### src/rtl/link_item_pkg.sv
`timescale 1ns/1ps
// Package: shared constants, state type and flag-bit map for the
// descriptor reload engine. Assumes a 32-bit register file.
package link_item_pkg;
    localparam int REG_W    = 32;
    localparam int NUM_REGS = 6;
    localparam int OFS_LO   = 2;
    localparam int BASE_LO  = 16;
    localparam int IDX_LINK = 5;

    typedef enum logic [1:0] {
        ST_IDLE,
        ST_FETCH,
        ST_FIN
    } ld_state_e;

    // Pointer bit carrying the reload flag of register slot idx (fetch order).
    function automatic int flag_pos(input int idx);
        case (idx)
            0:       return 31;
            1:       return 30;
            2:       return 29;
            3:       return 28;
            4:       return 27;
            default: return 16;
        endcase
    endfunction
endpackage

### src/rtl/link_item_decode.sv
`timescale 1ns/1ps
// Decoder: splits the link pointer into per-slot reload flags, builds the
// next descriptor address and flags a final item. Purely combinational.
// Assumes the base register holds the address upper half in its top bits.
module link_item_decode #(
    parameter int N = link_item_pkg::NUM_REGS,
    parameter int W = link_item_pkg::REG_W
) (
    input  logic [W-1:0] ptr,
    input  logic [W-1:0] base,
    output logic [N-1:0] upd,
    output logic [W-1:0] item_addr,
    output logic         is_last
);
    import link_item_pkg::*;

    // gather the reload flags in fetch order
    for (genvar g = 0; g < N; g++) begin : g_flag
        assign upd[g] = ptr[flag_pos(g)];
    end

    // base upper half joined with the word-aligned offset
    assign item_addr = {base[W-1:BASE_LO], ptr[BASE_LO-1:OFS_LO], {OFS_LO{1'b0}}};

    // final item: no flag and zero offset
    assign is_last = ~|upd && ~|ptr[BASE_LO-1:OFS_LO];

    logic unused_bits;
    assign unused_bits = ^{base[BASE_LO-1:0], ptr[OFS_LO-1:0], ptr[26:17]};
endmodule

### src/rtl/link_item_pick.sv
`timescale 1ns/1ps
// Picker: grants the lowest-indexed pending slot and returns what remains.
// Lowest index is fetched first. Purely combinational.
module link_item_pick #(
    parameter int N = link_item_pkg::NUM_REGS
) (
    input  logic [N-1:0] pend,
    output logic [N-1:0] grant,
    output logic [N-1:0] rest
);
    // isolate the lowest set bit
    assign grant = pend & (~pend + N'(1));
    // pending set after this grant
    assign rest  = pend & ~grant;
endmodule

### src/rtl/link_item_loader.sv
`timescale 1ns/1ps
// Top: on a block-done pulse, either reports a final item or fetches the
// next descriptor words in fixed order and strobes them into the channel
// registers whose reload flags are set. A read error aborts with a pulse.
// Assumes the memory holds the request until a response and returns one
// response per request; inputs are sampled at the rising edge.
module link_item_loader #(
    parameter int DATA_W = link_item_pkg::REG_W
) (
    input  logic                                clk,
    input  logic                                rst_n,
    input  logic                                blk_done_i,
    input  logic [link_item_pkg::REG_W-1:0]     link_ptr_i,
    input  logic [link_item_pkg::REG_W-1:0]     list_base_i,
    output logic                                mem_req_o,
    output logic [link_item_pkg::REG_W-1:0]     mem_addr_o,
    input  logic                                mem_rvalid_i,
    input  logic [DATA_W-1:0]                   mem_rdata_i,
    input  logic                                mem_rerr_i,
    output logic [link_item_pkg::NUM_REGS-1:0]  ld_strobe_o,
    output logic [DATA_W-1:0]                   ld_data_o,
    output logic                                done_o,
    output logic                                last_o,
    output logic                                link_err_o
);
    import link_item_pkg::*;

    localparam int N = NUM_REGS;
    localparam logic [REG_W-1:0] WORD_BYTES = REG_W'(REG_W / 8);
    localparam logic [N-1:0]     LINK_MASK  = N'(1) << IDX_LINK;

    ld_state_e         state;
    logic [N-1:0]      pend;
    logic              keep_link;
    logic [N-1:0]      upd;
    logic [REG_W-1:0]  item_addr;
    logic              is_last;
    logic [N-1:0]      grant;
    logic [N-1:0]      rest;

    link_item_decode #(.N(N), .W(REG_W)) u_decode (
        .ptr      (link_ptr_i),
        .base     (list_base_i),
        .upd      (upd),
        .item_addr(item_addr),
        .is_last  (is_last)
    );

    link_item_pick #(.N(N)) u_pick (
        .pend (pend),
        .grant(grant),
        .rest (rest)
    );

    // request is live exactly while words remain to be fetched
    assign mem_req_o = (state == ST_FETCH);

    // sequencer: capture, fetch loop, completion and error abort
    always_ff @(posedge clk) begin
        if (!rst_n) begin
            state       <= ST_IDLE;
            pend        <= '0;
            keep_link   <= 1'b0;
            mem_addr_o  <= '0;
            ld_strobe_o <= '0;
            ld_data_o   <= '0;
            done_o      <= 1'b0;
            last_o      <= 1'b0;
            link_err_o  <= 1'b0;
        end else begin
            ld_strobe_o <= '0;
            ld_data_o   <= '0;
            done_o      <= 1'b0;
            last_o      <= 1'b0;
            link_err_o  <= 1'b0;
            case (state)
                ST_IDLE: begin
                    if (blk_done_i) begin
                        if (is_last) begin
                            done_o <= 1'b1;
                            last_o <= 1'b1;
                        end else begin
                            pend       <= upd;
                            keep_link  <= upd[IDX_LINK];
                            mem_addr_o <= item_addr;
                            state      <= (|upd) ? ST_FETCH : ST_FIN;
                        end
                    end
                end
                ST_FETCH: begin
                    if (mem_rvalid_i) begin
                        if (mem_rerr_i) begin
                            link_err_o <= 1'b1;
                            pend       <= '0;
                            state      <= ST_IDLE;
                        end else begin
                            ld_strobe_o <= grant;
                            ld_data_o   <= mem_rdata_i;
                            pend        <= rest;
                            mem_addr_o  <= mem_addr_o + WORD_BYTES;
                            if (rest == '0) state <= ST_FIN;
                        end
                    end
                end
                ST_FIN: begin
                    done_o <= 1'b1;
                    if (!keep_link) ld_strobe_o <= LINK_MASK;
                    state <= ST_IDLE;
                end
                default: state <= ST_IDLE;
            endcase
        end
    end


    strobe_onehot_chk: assert property (@(posedge clk) disable iff (!rst_n)
        $onehot0(ld_strobe_o));


    req_hold_chk: assert property (@(posedge clk) disable iff (!rst_n)
        (mem_req_o && !mem_rvalid_i) |=> (mem_req_o && $stable(mem_addr_o)));


    last_needs_done_chk: assert property (@(posedge clk) disable iff (!rst_n)
        last_o |-> done_o);


    err_excl_chk: assert property (@(posedge clk) disable iff (!rst_n)
        link_err_o |-> (!done_o && ld_strobe_o == '0 && !mem_req_o));


    addr_step_chk: assert property (@(posedge clk) disable iff (!rst_n)
        (mem_req_o && $past(mem_req_o && mem_rvalid_i && !mem_rerr_i))
        |-> (mem_addr_o == $past(mem_addr_o) + WORD_BYTES));


    done_strobe_chk: assert property (@(posedge clk) disable iff (!rst_n)
        done_o |-> ((ld_strobe_o & ~LINK_MASK) == '0 && ld_data_o == '0));
endmodule

### config.mk
export PLATFORM = sky130hd
export DESIGN_NAME = link_item_loader
export DESIGN_NICKNAME = d
export VERILOG_FILES = /design/src/rtl/link_item_pkg.sv /design/src/rtl/link_item_decode.sv /design/src/rtl/link_item_pick.sv /design/src/rtl/link_item_loader.sv
export SDC_FILE = /design/constraint.sdc
export NUM_CORES = 1
export LEC_CHECK = 0
export CAP_MARGIN = 25
export CORE_AREA = 2 2 86 108
export CTS_CLUSTER_DIAMETER = 120
export DETAILED_ROUTE_END_ITERATION = 7
export DIE_AREA = 0 0 88 110
export PLACE_DENSITY_LB_ADDON = 0.25
export SLEW_MARGIN = 20
export SYNTH_ARGS = -nofsm -noshare
export SYNTH_HDL_FRONTEND = slang
export SYNTH_SLANG_ARGS = --single-unit
### constraint.sdc
create_clock -name clk -period 4.45 [get_ports clk]
set_input_delay 0.89 -clock clk [delete_from_list [all_inputs] [get_ports clk]]
set_output_delay 0.89 -clock clk [all_outputs]
set_load 0.02 [all_outputs]
==> metrics.cfg, run 1 <==
[run_status]
status=completed

[synthesis]
yosysSeqAreaShare=0.433
synth_cell_types=48
synth.avg_cell_area_um2=8.28
ys_dominant_reg_cell=dfxtp_1
syn-cell-area_um2=3700
async_flop_share=0
syn_inst=447
synth_area_leaders=dfxtp_1 (43%), and2_1 (5.7%), a21oi_1 (5.0%), o21ai_0 (3.5%), nand2_1 (3.2%)
synth_edf_count=0
ys_seq_elements=80
yosysWarnings=0
synth_area_leader_cell=dfxtp_1
synth_top_area_share=0.433

[global_route]
track_usage=0.235
grt_pass1_vias=3769
grt_pass1_wl_um=17600
grt-ovfl-total=0
antenna_found_initial=0
grt_max_degree=37

[timing]
fmax_mhz=319
tightestPinTransition_ns=0.888
period_share=0.705
drv_slew=0
final-setup-viol-count=0
period_minus_slack_ns=3.14
holdWs_ns=0.468
slew_headroom=0.406
tns_ns=0
fin_worst_skew_ns=0.0107
hold_viol_final=0
grt_setup_unrepaired=false

[power_and_ir_drop]
max-vdd-ir-drop_mv=0.302
power_density_nw_per_um2=546
switchingPower_uw=1220
swShare=0.408
clkPwrFrac=0.204
seqPwrFrac=0.347
leakagePower_uw=0.00196
share_comb_of_total_power=0.449
intPower_uw=1760

[cells_and_area]
drive_above_1_share=0.0566
final_cell_mix=clkdlybuf4s50_1 (144), dfxtp_1 (80), a21oi_1 (37)
fin_area_um2=5450
layout_commonest_cell=clkdlybuf4s50_1
finalNetCount=683
syn_to_final_growth_pct=47.3
diodes=0
n_fill_cell=756

[route]
ant_nets=0
wl_per_cell_um=16.0
vias=3925
drtPass1Iterations=5
drc=0
viasPerCell=5.58
totalWireLength_um=11200
drt_iter0_markers=186

[critical_path]
r2r_end=mem_addr_o[2]$_SDFFE_PN0P_
worstPathMaxFanout=14
worstSetupPathType=input port to register
setup.worst_path.start=link_ptr_i[15]
ff2ff_setup_slack_ns=1.72
start_kind=input port
rr_startpoint=state[1]$_SDFFE_PN0P_
endpoint_kind=register
required_ns=4.67
crit_path_end=mem_addr_o[27]$_SDFFE_PN0P_
r2r_cells=9
arrival_ns=3.36

[clocking]
clkLatencyLatePin_ns=0.36
cts_max_path_buffers=2
cts_hold_buf=0
clkTransAtPathRegs_ns=0.08
clockRootBuffer=clkbuf_8
clkSinkCount=80
cts_buffers=9
cts_resized=0
cts_tree=yes
cts_setup_buffers=0
htree_num_levels=3

[floorplanning]
fp.dieW_um=88
ios=175
dieArea_um2=9680
core_um2=8610
dieHeight_um=110
initial_core_util=0.430
fp-row-count=38

[placed_design]
port_buffers=144
gp_congestion=0.884
placed_cell_area_um2=5220
hpwlAfterDp_um=8030

[hold_path]
worst_hold_path_type=register to register
hold_start=keep_link$_SDFFE_PN0P_

[flow_run]
max-cap-violations=0

==> through the flow <==
stage / setup WS (ns) / instances / utilization / total power (µW)
4_1_cts: 1.34 / 703 / 0.634 / 2980
3_3_place_gp: 0.998 / 687 / 0.607 / 2340
5_1_grt: 1.28 / 703 / 0.634 / 3160
2_1_floorplan: 2.10 / 448 / - / 1840
6_report: 1.31 / 703 / 0.634 / 2980
3_5_place_dp: 0.952 / 687 / 0.607 / 2370
==> final cells by class <==
| type | count | area [µm²] | area share |
|---|---|---|---|
| flip-flops and latches | 80 | 1600 | 0.294 |
| well taps | 120 | 150 | 0.0275 |
| inverters | 10 | 37.5 | 0.00688 |
| repair buffers | 153 | 1510 | 0.277 |
| clock inverters | 5 | 78.8 | 0.0145 |
| clock buffers | 11 | 151 | 0.0278 |
| multi-input cells | 324 | 1920 | 0.353 |
==> critical path, stage by stage <==
cell and delay (ns):
clkdlybuf4s50_1 0.47, nor4_1 0.49, nand4_1 0.42, o221a_2 0.48, nand2_1 0.44, o32ai_1 0.18
==> how the worst min path moves through the flow <==
| stage | to | slack (ns) | depth (start not counted) |
|---|---|---|---|
| floorplan | keep_link$_SDFFE_PN0P_ | 0.43 | 2 |
| global placement | keep_link$_SDFFE_PN0P_ | 0.44 | 2 |
| detailed placement | keep_link$_SDFFE_PN0P_ | 0.46 | 2 |
| CTS | keep_link$_SDFFE_PN0P_ | 0.48 | 2 |
| global route | keep_link$_SDFFE_PN0P_ | 0.51 | 2 |
| finish | keep_link$_SDFFE_PN0P_ | 0.47 | 2 |
==> flip-flops by register name, indices dropped and copies added (netlist names) <==
signal and cells:
ld_data_o 32, mem_addr_o 30, ld_strobe_o 6, pend 6, state 2, done_o 1, keep_link 1, last_o 1
link_err_o 1
==> cell families after synthesis <==
family / Yosys count / share of synthesized area
fa+ha+maj: 4 / 0.0135
compound gates: 124 / 0.215
simple gates: 191 / 0.281
other cells: 1 / 0.00101
flops: 80 / 0.433
mux: 3 / 0.00811
buf+inv: 44 / 0.0487
==> per-layer routing <==
metal  routed length (µm)  vias to the layer above  track usage  part of all wire
met5                    0                        -            0                 0
met4                  243                        0        0.130             0.022
met3                 1000                       21       0.0536             0.089
met2                 5400                      214        0.393              0.48
met1                 4600                     1797        0.275              0.41
li1                     -                     1893            -                 -
==> synth_stat cells, types with 2 or more instances <==
master / count
buf_4: 2
and2_1: 34
a32oi_1: 3
or3_1: 4
inv_1: 10
o221a_2: 5
o211ai_1: 12
buf_1: 2
nand4_1: 17
dfxtp_1: 80
nand2b_1: 4
nand3_1: 17
a21o_1: 5
o22ai_1: 4
ha_1: 4
nor2b_1: 7
and4_1: 7
a22oi_1: 2
nand2_1: 32
o21ai_1: 2
clkbuf_1: 24
o31ai_1: 3
a211oi_1: 3
nor4_1: 13
or4_1: 2
and3_1: 5
o31a_1: 3
mux2i_1: 3
buf_2: 6
nor3_1: 11
a31oi_1: 9
nor2_1: 32
a41oi_1: 2
a21oi_1: 37
o32ai_1: 3
o21ai_0: 26
==> power groups by stage <==
| stage | Sequential, µW | Combinational, µW | Clock, µW |
|---|---|---|---|
| finish | 1030 | 1340 | 607 |
| global route | 1060 | 1460 | 641 |
| CTS | 1030 | 1340 | 618 |
| detailed placement | 1040 | 1330 | 0 |
| global placement | 1030 | 1300 | 0 |
| floorplan | 1140 | 698 | 0 |
No activity file was read; power rests on OpenSTA's default activity.
==> run 2, diff against run 1 <==
- CORE_AREA: 2 2 86 108 -> 2 2 93 117
- DIE_AREA: 0 0 88 110 -> 0 0 95 119
- clock period: 4.45 -> 2.8 ns (I/O delays scaled with it)
==> run 2 against run 1 <==
Compared with the run above:
- sequential power grew 58%
- cell count grew 4.0%
- clock skew shrank 0.0048 ns
- register-to-register slack lost 1.3 ns
- combinational power grew 78%
- critical path type unchanged
- largest cell class unchanged
==> metrics.cfg, run 2 (synthesized netlist as in run 1, its figures left out) <==
[run_status]
status=completed

[timing]
period_minus_slack_ns=2.36
grt_setup_unrepaired=false
tns_ns=0  ; unchanged
tightestPinTransition_ns=0.600  ; -0.288 ns
fin_worst_skew_ns=0.00581  ; -0.00484 ns
fmax_mhz=423
period_share=0.845
hold_viol_final=0  ; unchanged
drv_slew=0  ; unchanged
slew_headroom=0.597  ; +0.190
final-setup-viol-count=0  ; unchanged

[clocking]
clkTransAtPathRegs_ns=0.06  ; -0.02 ns
cts_max_path_buffers=2  ; unchanged
cts_hold_buf=0  ; unchanged
clkLatencyLatePin_ns=0.34  ; -0.02 ns
cts_resized=0  ; unchanged
cts_setup_buffers=0  ; unchanged
clockRootBuffer=clkbuf_16
cts_tree=yes
clkSinkCount=80  ; unchanged
cts_buffers=9  ; unchanged
htree_num_levels=3  ; unchanged

[cells_and_area]
largest_register_ffs=32  ; unchanged
diodes=0  ; unchanged
top_regs=ld_data_o x32, mem_addr_o x30
finalNetCount=699  ; +2.3%
final_util=0.557  ; -0.0767
final_cell_mix=clkdlybuf4s50_1 (144), dfxtp_1 (80), a21oi_1 (37)
regArea_um2=1600  ; unchanged
drive_above_1_share=0.0801  ; +0.0235
syn_to_final_growth_pct=55.7
top_register=ld_data_o
multi_input_area_um2=1920  ; unchanged
n_fill_cell=946  ; +25%
layout_commonest_cell=clkdlybuf4s50_1

[route]
drt_iter0_markers=246  ; +32%
vias=4040  ; +2.9%
drc=0  ; unchanged
drtPass1Iterations=5  ; unchanged
ant_nets=0  ; unchanged
totalWireLength_um=11800  ; +5.2%
wl_per_cell_um=16.2  ; +1.2%
viasPerCell=5.53  ; -1.0%

[critical_path]
r2r_cells=9  ; unchanged
rr_startpoint=state[1]$_SDFFE_PN0P_
worstSetupPathType=input port to register
start_kind=input port
setup.worst_path.start=link_ptr_i[6]
required_ns=3.03  ; -1.64 ns
worstPathMaxFanout=19  ; +5
endpoint_kind=register
arrival_ns=2.60  ; -0.76 ns

[floorplanning]
fp-row-count=42  ; +11%
core_um2=10400  ; +20%
dieHeight_um=119  ; +8.2%
dieArea_um2=11300  ; +17%
fp.dieW_um=95  ; +8.0%
ios=175  ; unchanged
initial_core_util=0.358  ; -0.0726

[global_route]
antenna_found_initial=0  ; unchanged
track_usage=0.210  ; -0.0243
grt_pass1_vias=3862  ; +2.5%
grt_max_degree=37  ; unchanged
grt_pass1_wl_um=18700  ; +6.3%
grt-ovfl-total=0  ; unchanged

[placed_design]
gp_congestion=0.876  ; -0.97%
port_buffers=144  ; unchanged
hpwlAfterDp_um=8450  ; +5.3%

[power_and_ir_drop]
power_density_nw_per_um2=949  ; +74%
max-vdd-ir-drop_mv=0.401  ; +33%
leakagePower_uw=0.00211  ; +7.6%

[hold_path]
worst_hold_path_type=register to register
hold_start=keep_link$_SDFFE_PN0P_
hold_depth=2  ; unchanged

[flow_run]
max-cap-violations=0  ; unchanged

run 2: cell count changes in the layout (fill, tap and decap cells not counted), sizes merged:
cell / previous run / this run
buf: 9 / 25
clkinvlp: 0 / 1
bufinv: 2 / 4
clkinv: 3 / 0
run 2: metrics by stage:
step / hold slack [ns] / worst slack, ns / power [µW] / cells / area (µm²)
floorplan: 0.431 / 0.595 / 2920 / 448 / 3710
global placement: 0.442 / 0.124 / 3980 / 715 / 5400
detailed placement: 0.445 / 0.0942 / 4020 / 715 / 5400
CTS: 0.453 / 0.425 / 5490 / 731 / 5770
global route: 0.480 / 0.236 / 5800 / 731 / 5770
finish: 0.452 / 0.435 / 5470 / 731 / 5770
run 2: report_power, final:
part           switching (µW)  internal [µW]  total [µW]  leakage [µW]
Clock                     465            986        1450      0.000176
Combinational            1300           1090        2390       0.00128
Sequential                270           1360        1630      0.000651
Total                    2030           3440        5470       0.00211
run 2: area by class of cell:
type / instances / share of cell area
Multi-Input combinational cell: 324 / 0.334
Timing Repair Buffer: 169 / 0.289
Sequential cell: 80 / 0.278
Clock buffer: 11 / 0.0421
Tap cell: 132 / 0.0286
Clock inverter: 5 / 0.0221
Inverter: 10 / 0.00651
run 2: path summary, 6_finish.rpt:
path | to | slack (ns)
max | mem_addr_o[12]$_SDFFE_PN0P_ | 0.44
min | keep_link$_SDFFE_PN0P_ | 0.45
max reg2reg | mem_addr_o[24]$_SDFFE_PN0P_ | 0.47
min reg2reg | keep_link$_SDFFE_PN0P_ | 0.45
run 2: metal layers:
layer | wire length [µm] | global-route usage | up-vias
met3 | 1040 | 0.0481 | 32
met5 | 0 | 0 | -
met1 | 4690 | 0.250 | 1836
li1 | - | - | 1934
met2 | 5730 | 0.341 | 238
met4 | 362 | 0.124 | 0
run 2: critical path, stage by stage:
cell	delay, ns
clkdlybuf4s50_1	0.45
nor4_1	0.49
nand4_1	0.16
buf_4	0.18
o221ai_2	0.22
buf_12	0.20
a21oi_1	0.06
o221a_2	0.27
==> run 3, diff against run 2 <==
- clock period: 2.8 -> 2 ns (I/O delays scaled with it)
==> run 3 against run 2 <==
Compared with the run above:
- via count rose by 6.8%
- first-iteration DRC count fell by 17%
- power rose by 49%
- worst hold slack got worse by 0.062 ns
- worst setup slack got worse by 0.41 ns
- core utilization rose by 5.4 points
- critical path depth rose by 1
==> metrics.cfg, run 3 (synthesized netlist as in run 1, its figures left out) <==
[run_status]
status=completed

[floorplanning]
core_um2=10400  ; unchanged
dieHeight_um=119  ; unchanged
initial_core_util=0.358  ; unchanged
fp-row-count=42  ; unchanged
dieArea_um2=11300  ; unchanged
fp.dieW_um=95  ; unchanged
ios=175  ; unchanged

[cells_and_area]
top_register=ld_data_o
largest_register_ffs=32  ; unchanged
drive_above_1_share=0.196  ; +0.116
layout_commonest_cell=clkdlybuf4s50_1
top_regs=ld_data_o x32, mem_addr_o x30
finalNetCount=759  ; +8.6%
final_util=0.611  ; +0.0539
syn_to_final_growth_pct=70.8
diodes=0  ; unchanged
n_fill_cell=887  ; -6.2%
fin_area_um2=6320  ; +9.7%
final_cell_mix=clkdlybuf4s50_1 (129), dfxtp_1 (77), buf_4 (75)

[placed_design]
port_buffers=144  ; unchanged
gp_congestion=0.911  ; +4.0%
placed_cell_area_um2=5800  ; +7.5%
hpwlAfterDp_um=9400  ; +11%

[route]
drt_iter0_markers=203  ; -17%
wl_per_cell_um=16.6  ; +2.8%
ant_nets=0  ; unchanged
totalWireLength_um=13200  ; +11%
drtPass1Iterations=5  ; unchanged
vias=4314  ; +6.8%
viasPerCell=5.45  ; -1.3%
drc=0  ; unchanged

[power_and_ir_drop]
switchingPower_uw=3150  ; +55%
share_comb_of_total_power=0.530  ; +0.093
power_density_nw_per_um2=1290  ; +35%
leakagePower_uw=0.00248  ; +17%
swShare=0.388  ; +0.0159
seqPwrFrac=0.267  ; -0.031
intPower_uw=4980  ; +45%
max-vdd-ir-drop_mv=0.803  ; +100%
clkPwrFrac=0.202  ; -0.063

[global_route]
grt_pass1_vias=4055  ; +5.0%
grt_pass1_wl_um=20100  ; +7.3%
antenna_found_initial=0  ; unchanged
grt_max_degree=37  ; unchanged
grt-ovfl-total=0  ; unchanged
track_usage=0.227  ; +0.0164

[critical_path]
start_kind=input port
worstPathMaxFanout=5  ; -14
rr_startpoint=state[1]$_SDFFE_PN0P_
endpoint_kind=register
required_ns=2.23  ; -0.80 ns
setup.worst_path.start=link_ptr_i[8]
arrival_ns=2.20  ; -0.40 ns
worstSetupPathType=input port to register

[hold_path]
worst_hold_path_type=input port to register
hold_start=link_ptr_i[29]

[timing]
grt_setup_unrepaired=true
period_share=0.987
final-setup-viol-count=0  ; unchanged
hold_viol_final=0  ; unchanged
fmax_mhz=506
fin_worst_skew_ns=0.00529  ; -0.000521 ns
period_minus_slack_ns=1.97
drv_slew=0  ; unchanged
tns_ns=0  ; unchanged

[clocking]
cts_buffers=9  ; unchanged
clkTransAtPathRegs_ns=0.06  ; about the same
clkLatencyLatePin_ns=0.33  ; about the same
htree_num_levels=3  ; unchanged
clockRootBuffer=clkbuf_16
cts_max_path_buffers=2  ; unchanged
cts_hold_buf=0  ; unchanged
cts_tree=yes
clkSinkCount=80  ; unchanged

[flow_run]
max-cap-violations=0  ; unchanged

==> run 3: cell types whose count changed in the layout (fill, tap and decap cells not counted), moves of 3 or more <==
cell | before | now
buf_6 | 0 | 4
dfxtp_1 | 80 | 77
dlymetal6s2s_1 | 0 | 7
nor4_1 | 13 | 9
clkdlybuf4s50_1 | 144 | 129
dlygate4sd2_1 | 0 | 6
dfxtp_2 | 0 | 3
buf_4 | 22 | 75
bufinv_16 | 4 | 1
==> run 3: final cells by class <==
cell class | instances | area [µm²] | share of cell area
inverters | 10 | 37.5 | 0.00594
clock buffers | 10 | 229 | 0.0362
repair buffers | 229 | 2190 | 0.346
multi-input cells | 324 | 2030 | 0.321
well taps | 132 | 165 | 0.0261
clock inverters | 6 | 67.6 | 0.0107
flip-flops and latches | 80 | 1610 | 0.254
==> run 3: final timing paths <==
check | endpoint | slack (ns) | cells past startpoint
max | mem_addr_o[16]$_SDFFE_PN0P_ | 0.03 | 9
min | pend[2]$_SDFFE_PN0P_ | 0.39 | 3
max reg2reg | mem_addr_o[16]$_SDFFE_PN0P_ | 0.08 | 10
min reg2reg | keep_link$_SDFFE_PN0P_ | 0.47 | 2
==> run 3: power groups by stage <==
stage,Combinational [µW],Sequential (µW),Clock (µW)
2_1_floorplan,1630,2540,0
3_3_place_gp,3740,2190,0
3_5_place_dp,3790,2200,0
4_1_cts,4200,2170,1670
5_1_grt,4600,2210,1740
6_report,4310,2170,1640
==> run 3: critical path, cell delays in order <==
cell and delay, ns:
clkdlybuf4s50_1 0.45, nor4_2 0.21, nand4_1 0.17, buf_4 0.19, o221ai_4 0.23, buf_6 0.15
buf_12 0.10, a21oi_1 0.04, o221a_2 0.27
==> run 3: through the flow <==
stage	power, µW	std cells	hold slack [ns]	setup slack (ns)
after floorplan	4170	448	0.431	0.00599
after global placement	5930	765	0.444	-0.480
after detailed placement	5990	765	0.443	-0.580
after CTS	8040	788	0.451	-0.0268
after global routing	8550	791	0.417	-0.00431
final	8130	791	0.390	0.0253
==> run 3: metal layers <==
layer	GRT usage	part of all wire	vias up
met1	0.274	0.40	1985
met4	0.123	0.037	0
met2	0.369	0.47	244
li1	-	-	2049
met5	0	0	-
met3	0.0506	0.089	36
==> run 3: timing repair <==
item / CTS / global route
buffers inserted: 5 / 3
setup endpoints to repair: 39 / 35
pin swaps: 2 / 8
resized for setup: 14 / 29
hold endpoints to repair: 0 / 0
cloned: 2 / 0
